[src/rtl/decade_pkg.sv]
package decade_pkg;
  // Step strobes from control to datapath, one cycle wide each.
  typedef struct packed {
    logic stepLow;   // toggle the divide-by-two stage
    logic stepHigh;  // advance the divide-by-N stage
  } stepStrobe_t;
endpackage

[src/rtl/decade_ctrl.sv]
module decade_ctrl
  import decade_pkg::*;
#(
  parameter int HI_MOD = 5
) (
  input  logic        clk,
  input  logic        rst,
  input  logic        divTwoIn,
  input  logic        divFiveIn,
  input  logic        modeSel,
  input  logic        loNow,
  input  logic        hiAtTop,
  output stepStrobe_t strobe,
  output logic        modeBiq
);
  localparam int N_IN = 2;

  logic [N_IN-1:0] rawIn;
  logic [N_IN-1:0] sampNow;
  logic [N_IN-1:0] sampPrev;
  logic [N_IN-1:0] fallSeen;

  assign rawIn = {divFiveIn, divTwoIn};

  // Samplers clear to 0, so an input must be seen high after reset
  // before any of its falls can count.
  always_ff @(posedge clk or posedge rst) begin
    if (rst) begin
      sampNow  <= '0;
      sampPrev <= '0;
    end else begin
      sampNow  <= rawIn;
      sampPrev <= sampNow;
    end
  end

  for (genvar i = 0; i < N_IN; i++) begin : g_fall
    assign fallSeen[i] = sampPrev[i] & ~sampNow[i];
  end

  // The mode is captured only while reset is held.
  always_ff @(posedge clk) begin
    if (rst) modeBiq <= modeSel;
  end

  always_comb begin
    if (modeBiq) begin
      strobe.stepHigh = fallSeen[1];
      strobe.stepLow  = fallSeen[1] & hiAtTop;
    end else begin
      strobe.stepLow  = fallSeen[0];
      strobe.stepHigh = fallSeen[0] & loNow;
    end
  end
endmodule

[src/rtl/decade_dp.sv]
module decade_dp
  import decade_pkg::*;
#(
  parameter int HI_MOD = 5,
  localparam int HI_W  = $clog2(HI_MOD)
) (
  input  logic            clk,
  input  logic            rst,
  input  stepStrobe_t     strobe,
  output logic            loQ,
  output logic [HI_W-1:0] hiQ,
  output logic            hiAtTop
);
  localparam logic [HI_W-1:0] HI_TOP = HI_W'(HI_MOD - 1);

  assign hiAtTop = (hiQ == HI_TOP);

  always_ff @(posedge clk or posedge rst) begin
    if (rst) begin
      loQ <= 1'b0;
      hiQ <= '0;
    end else begin
      if (strobe.stepLow)  loQ <= ~loQ;
      if (strobe.stepHigh) hiQ <= hiAtTop ? '0 : HI_W'(hiQ + 1'b1);
    end
  end
endmodule

[src/rtl/decade_counter.sv]
module decade_counter
  import decade_pkg::*;
#(
  parameter int HI_MOD = 5,
  localparam int HI_W  = $clog2(HI_MOD)
) (
  input  logic          clk,
  input  logic          rst,
  input  logic          divTwoIn,
  input  logic          divFiveIn,
  input  logic          modeSel,
  output logic [HI_W:0] count
);
  stepStrobe_t     strobe;
  logic            loQ;
  logic [HI_W-1:0] hiQ;
  logic            hiAtTop;
  logic            modeBiq;

  decade_ctrl #(.HI_MOD(HI_MOD)) u_ctrl (
    .clk      (clk),
    .rst      (rst),
    .divTwoIn (divTwoIn),
    .divFiveIn(divFiveIn),
    .modeSel  (modeSel),
    .loNow    (loQ),
    .hiAtTop  (hiAtTop),
    .strobe   (strobe),
    .modeBiq  (modeBiq)
  );

  decade_dp #(.HI_MOD(HI_MOD)) u_dp (
    .clk    (clk),
    .rst    (rst),
    .strobe (strobe),
    .loQ    (loQ),
    .hiQ    (hiQ),
    .hiAtTop(hiAtTop)
  );

  assign count = {hiQ, loQ};
endmodule

[config.mk]
export PLATFORM = sky130hd
export DESIGN_NAME = decade_counter
export DESIGN_NICKNAME = d
export VERILOG_FILES = /design/src/rtl/decade_pkg.sv /design/src/rtl/decade_ctrl.sv /design/src/rtl/decade_dp.sv /design/src/rtl/decade_counter.sv
export SDC_FILE = /design/constraint.sdc
export NUM_CORES = 1
export LEC_CHECK = 0
export BUFFER_PORTS_ARGS = -buffer_cell sky130_fd_sc_hd__buf_2
export CORE_AREA = 2 2 39 41
export DETAILED_ROUTE_END_ITERATION = 8
export DIE_AREA = 0 0 41 43
export GPL_ROUTABILITY_DRIVEN = 0
export SLEW_MARGIN = 20
export SYNTH_ARGS = -nofsm -noshare
export SYNTH_HDL_FRONTEND = slang
export SYNTH_HIERARCHICAL = 1
export SYNTH_SLANG_ARGS = --single-unit
[constraint.sdc]
create_clock -name clk -period 1.51 [get_ports clk]
set_input_delay 0.0755 -clock clk [delete_from_list [all_inputs] [get_ports clk]]
set_output_delay 0.0755 -clock clk [all_outputs]
set_load 0.005 [all_outputs]
# Yosys cells after proc, flatten, opt, wreduce, memory -nomap -nowiden
# Index checks and enable logic that the tools add are counted.
# W data, S select, Z words.
# totals
register_bits	9
input_bits	5
output_inout_bits	4
elab_cells	16
# classes
add_sub_neg	1
eq_ne	1
n_mux	2
bitwise_logic	7
# ops
op	n
$and A1 B1 Y1	4
$add A3 B1 Y3 const B	1
$eq A3 B3 Y1 const B	1
$mux W3	1
$not A1 Y1	3
$mux W2	1

# Logic depth before layout (Yosys ltp)
# depth
depth_word	4
depth_mapped	6

# Cells and area by module
# The synthesis kept the hierarchy.
# modules_own_cells
module	n_inst	cells_each	area_each_um2
decade_dp	1	19	201.4
decade_ctrl	1	12	191.4
decade_counter	1	1	7.5

# Least setup slack after synthesis
# No wires, ideal clock.
# synth_path
kind	register to register
startpoint	reg u_dp.hiQ[0]
endpoint	reg u_dp.loQ
arrival_time_ns	1.101
required_time_ns	1.383
setup_slack_ns	0.282
stages_incl_launch_ff	7
cell_sequence	dfrtp_1 -> inv_1 -> ha_1 -> and2_1 -> nand4b_1 -> o21ai_1 -> xor2_1
# synth_rtl
item	line	text
start: declaration	decade_dp.sv:11	output logic [HI_W-1:0] hiQ,
start signal: assignment	decade_dp.sv:24	if (strobe.stepHigh) hiQ <= hiAtTop ? '0 : HI_W'(hiQ + 1'b1);
end signal: assignment	decade_dp.sv:23	if (strobe.stepLow) loQ <= ~loQ;
end: declaration	decade_dp.sv:10	output logic loQ,

==> metrics.csv <==
stage,metric,value,unit
clock_tree,postCtsSetupRepairBufs,0,
timing,timing.final.ws_setup,0.261,ns
clock_tree,cts_root_buf,clkbuf_4,
timing,final.min_clock_period,1.25,ns
critical_path,worstSetupStartpointType,register,
detailed_routing,drc,0,
floorplan,die_w,41,um
logic_synthesis,syn_area_per_cell,12.5,um^2
logic_synthesis,synth_largest_area_cell,dfrtp_1,
grt,grt_max_degree,7,
logic_synthesis,async_reset_ff_frac,0.889,
finish,multiInputGateArea,148,um^2
timing,setup_viol,0,
floorplan,fp.dieH,43,um
logic_synthesis,synth_cell_types,18,
clock_tree,cts-htree-levels,1,
clock_tree,cts.clk_slew.worst_paths,0.06,ns
clock_tree,cts_resized,0,
clock_tree,cts_tree,built,
job,maxCapViolations,0,
timing,fin_skew,0.000174,ns
critical_path,cp_max_fo,6,
floorplan,io_pins,9,
floorplan,std_cell_rows,14,
logic_synthesis,synth_ff_type,dfrtp_1,
timing,fmax,801,MHz
timing,grt_setup_unrepaired,no,
finish,area_growth,31.6,%
placement,placed_cells,56,
logic_synthesis,synth_cells,32,
detailed_routing,via_count,273,
logic_synthesis,ys_warn_count,6,
finish,fill_cells,150,
timing,final.setup.tns,0,ns
finish,num-nets-final,56,
clock_tree,insertion_delay,0.25,ns
power,p_leak,0.257,nW
grt,grt_pass1_wl,1040,um
timing,slew_violations,0,
logic_synthesis,synth_top_area_frac,0.500,
critical_path,arrival,1.39,ns
finish,fin_cells,64,
logic_synthesis,synthTopCellsByArea,"dfrtp_1 (50%), edfxtp_1 (7.5%), nand2b_4 (6.9%), ha_1 (6.3%), o21ai_1 (3.8%)",
grt,antenna_found_initial,0,
clock_tree,cts_buffers,3,
placement,portBuffers,8,
min_path,min_path_type,in2async,
floorplan,start_util,0.289,
critical_path,worstPathRequired,1.65,ns
clock_tree,clockBufferDepth,2,
critical_path,path_class,reg2reg,
detailed_routing,wl_per_cell,10.4,um
power,p_per_area,1480,nW/um^2
grt,grt_usage,0.0930,
detailed_routing,viasPerCell,4.27,
timing,hold_violations,0,
finish,diodes,0,
critical_path,end_kind,register,
logic_synthesis,synth_edf_count,1,
finish,drive_gt1_frac,0.333,
grt,grt_pass1_vias,288,
timing,slew_headroom,0.846,
placement,dp_slack,0.258,ns
logic_synthesis,synth-seq-cells,9,
detailed_routing,drtAntennaViolNets,0,
detailed_routing,wl,663,um
logic_synthesis,yosysSeqAreaShare,0.575,
status,status,"finished, final reports clean",
timing,post-route-period-util,0.827,
finish,final_util,0.381,
finish,seqCellArea,230,um^2
detailed_routing,drt_iter0_drc,4,
clock_tree,clkSinkCount,9,
floorplan,core-area,1380,um^2
power,irDropWorstVdd,0.000545,V
detailed_routing,first_pass_iters,3,
placement,hpwl,485,um
logic_synthesis,synth_nets,39,
logic_synthesis,netlist_area,400,um^2
grt,grt.overflow.total,0,
floorplan,dieArea,1760,um^2
timing,tightest_slew,0.231,ns
-- registers in the layout, indices dropped and copies added, names as in the netlist --
| signal | count |
|---|---|
| u_dp/hiQ | 3 |
| u_ctrl/modeBiq | 1 |
| u_ctrl/sampNow | 2 |
| u_dp/loQ | 1 |
| u_ctrl/sampPrev | 2 |
-- synthesized netlist by cell type (2+ instances only) --
cell / instances
dfrtp_1: 8
ha_1: 2
inv_1: 4
nand2b_4: 2
o21ai_1: 3
-- layout make-up --
type | count | area share
clock buffer | 4 | 0.0499
timing repair buffer | 13 | 0.166
tap | 16 | 0.0380
inverter | 4 | 0.0285
multi-input combinational | 18 | 0.280
sequential | 9 | 0.437
-- cell families (layout without fill, tap and decap cells) --
| family | Yosys count | in the layout | share of synthesized area |
|---|---|---|---|
| XOR/XNOR | 1 | 1 | 0.0219 |
| AO/OA/AOI/OAI | 6 | 6 | 0.0969 |
| AND/OR/NAND/NOR | 9 | 9 | 0.188 |
| flip-flops | 9 | 9 | 0.575 |
| adder cells (fa/ha/maj) | 2 | 2 | 0.0625 |
| buffers and inverters | 5 | 21 | 0.0562 |
-- layout by cell type (no fill, tap or decap), types with 2 or more instances in the layout --
master,count
buf_2,8
clkbuf_4,3
dfrtp_1,8
dlygate4sd3_1,4
ha_1,2
inv_1,4
nand2b_4,2
o21ai_1,3
-- per-stage QoR --
stage               hold slack, ns  cell area [um^2]  power [mW]
floorplan                   -0.158               400       0.518
global placement           -0.0179               460       0.598
detailed placement        -0.00716               460       0.602
CTS                          0.264               527       0.795
global route                 0.278               527       0.846
finish                       0.276               527       0.781
-- power by group --
part,internal [mW],switching [mW]
combinational,0.138,0.109
sequential,0.304,0.0500
clock,0.101,0.0777
total,0.544,0.237
-- per-layer routing --
metal  vias up  global-route usage  wire (um)
met4         0              0.0800          0
met1       128              0.0850        273
met5         -                   0          0
li1        137                   -          -
met3         0              0.0314         32
met2         8               0.150        357
-- worst paths after layout --
path / startpoint / endpoint / slack [ns] / depth (start not counted)
setup / recovery: u_ctrl/modeBiq$_DFFE_PP_ / u_dp/hiQ[2]$_DFFE_PP0P_ / 0.26 / 4
hold / removal: rst / u_ctrl/sampNow[1]$_DFF_PP0_ / 0.28 / 3
setup reg to reg: u_ctrl/modeBiq$_DFFE_PP_ / u_dp/hiQ[2]$_DFFE_PP0P_ / 0.26 / 4
hold reg to reg: u_ctrl/sampNow[0]$_DFF_PP0_ / u_ctrl/sampPrev[0]$_DFF_PP0_ / 0.38 / 0
max in group asynchronous: rst / u_dp/hiQ[2]$_DFFE_PP0P_ / 1.07 / 3
min in group clk: u_ctrl/sampNow[0]$_DFF_PP0_ / u_ctrl/sampPrev[0]$_DFF_PP0_ / 0.38 / 0
-- what timing repair did --
action / CTS / global route
endpoints found under the setup margin: 0 / 0
endpoints found under the hold margin: 11 / 0
hold buffers: 4 / 0
-- worst max-delay path: stages (launching register included) --
cell and delay, ns:
edfxtp_1 0.42, nand2b_4 0.16, o21ai_2 0.21, o21ai_1 0.11, a22o_1 0.24
Note: power is estimated with default switching activity, not from simulation.
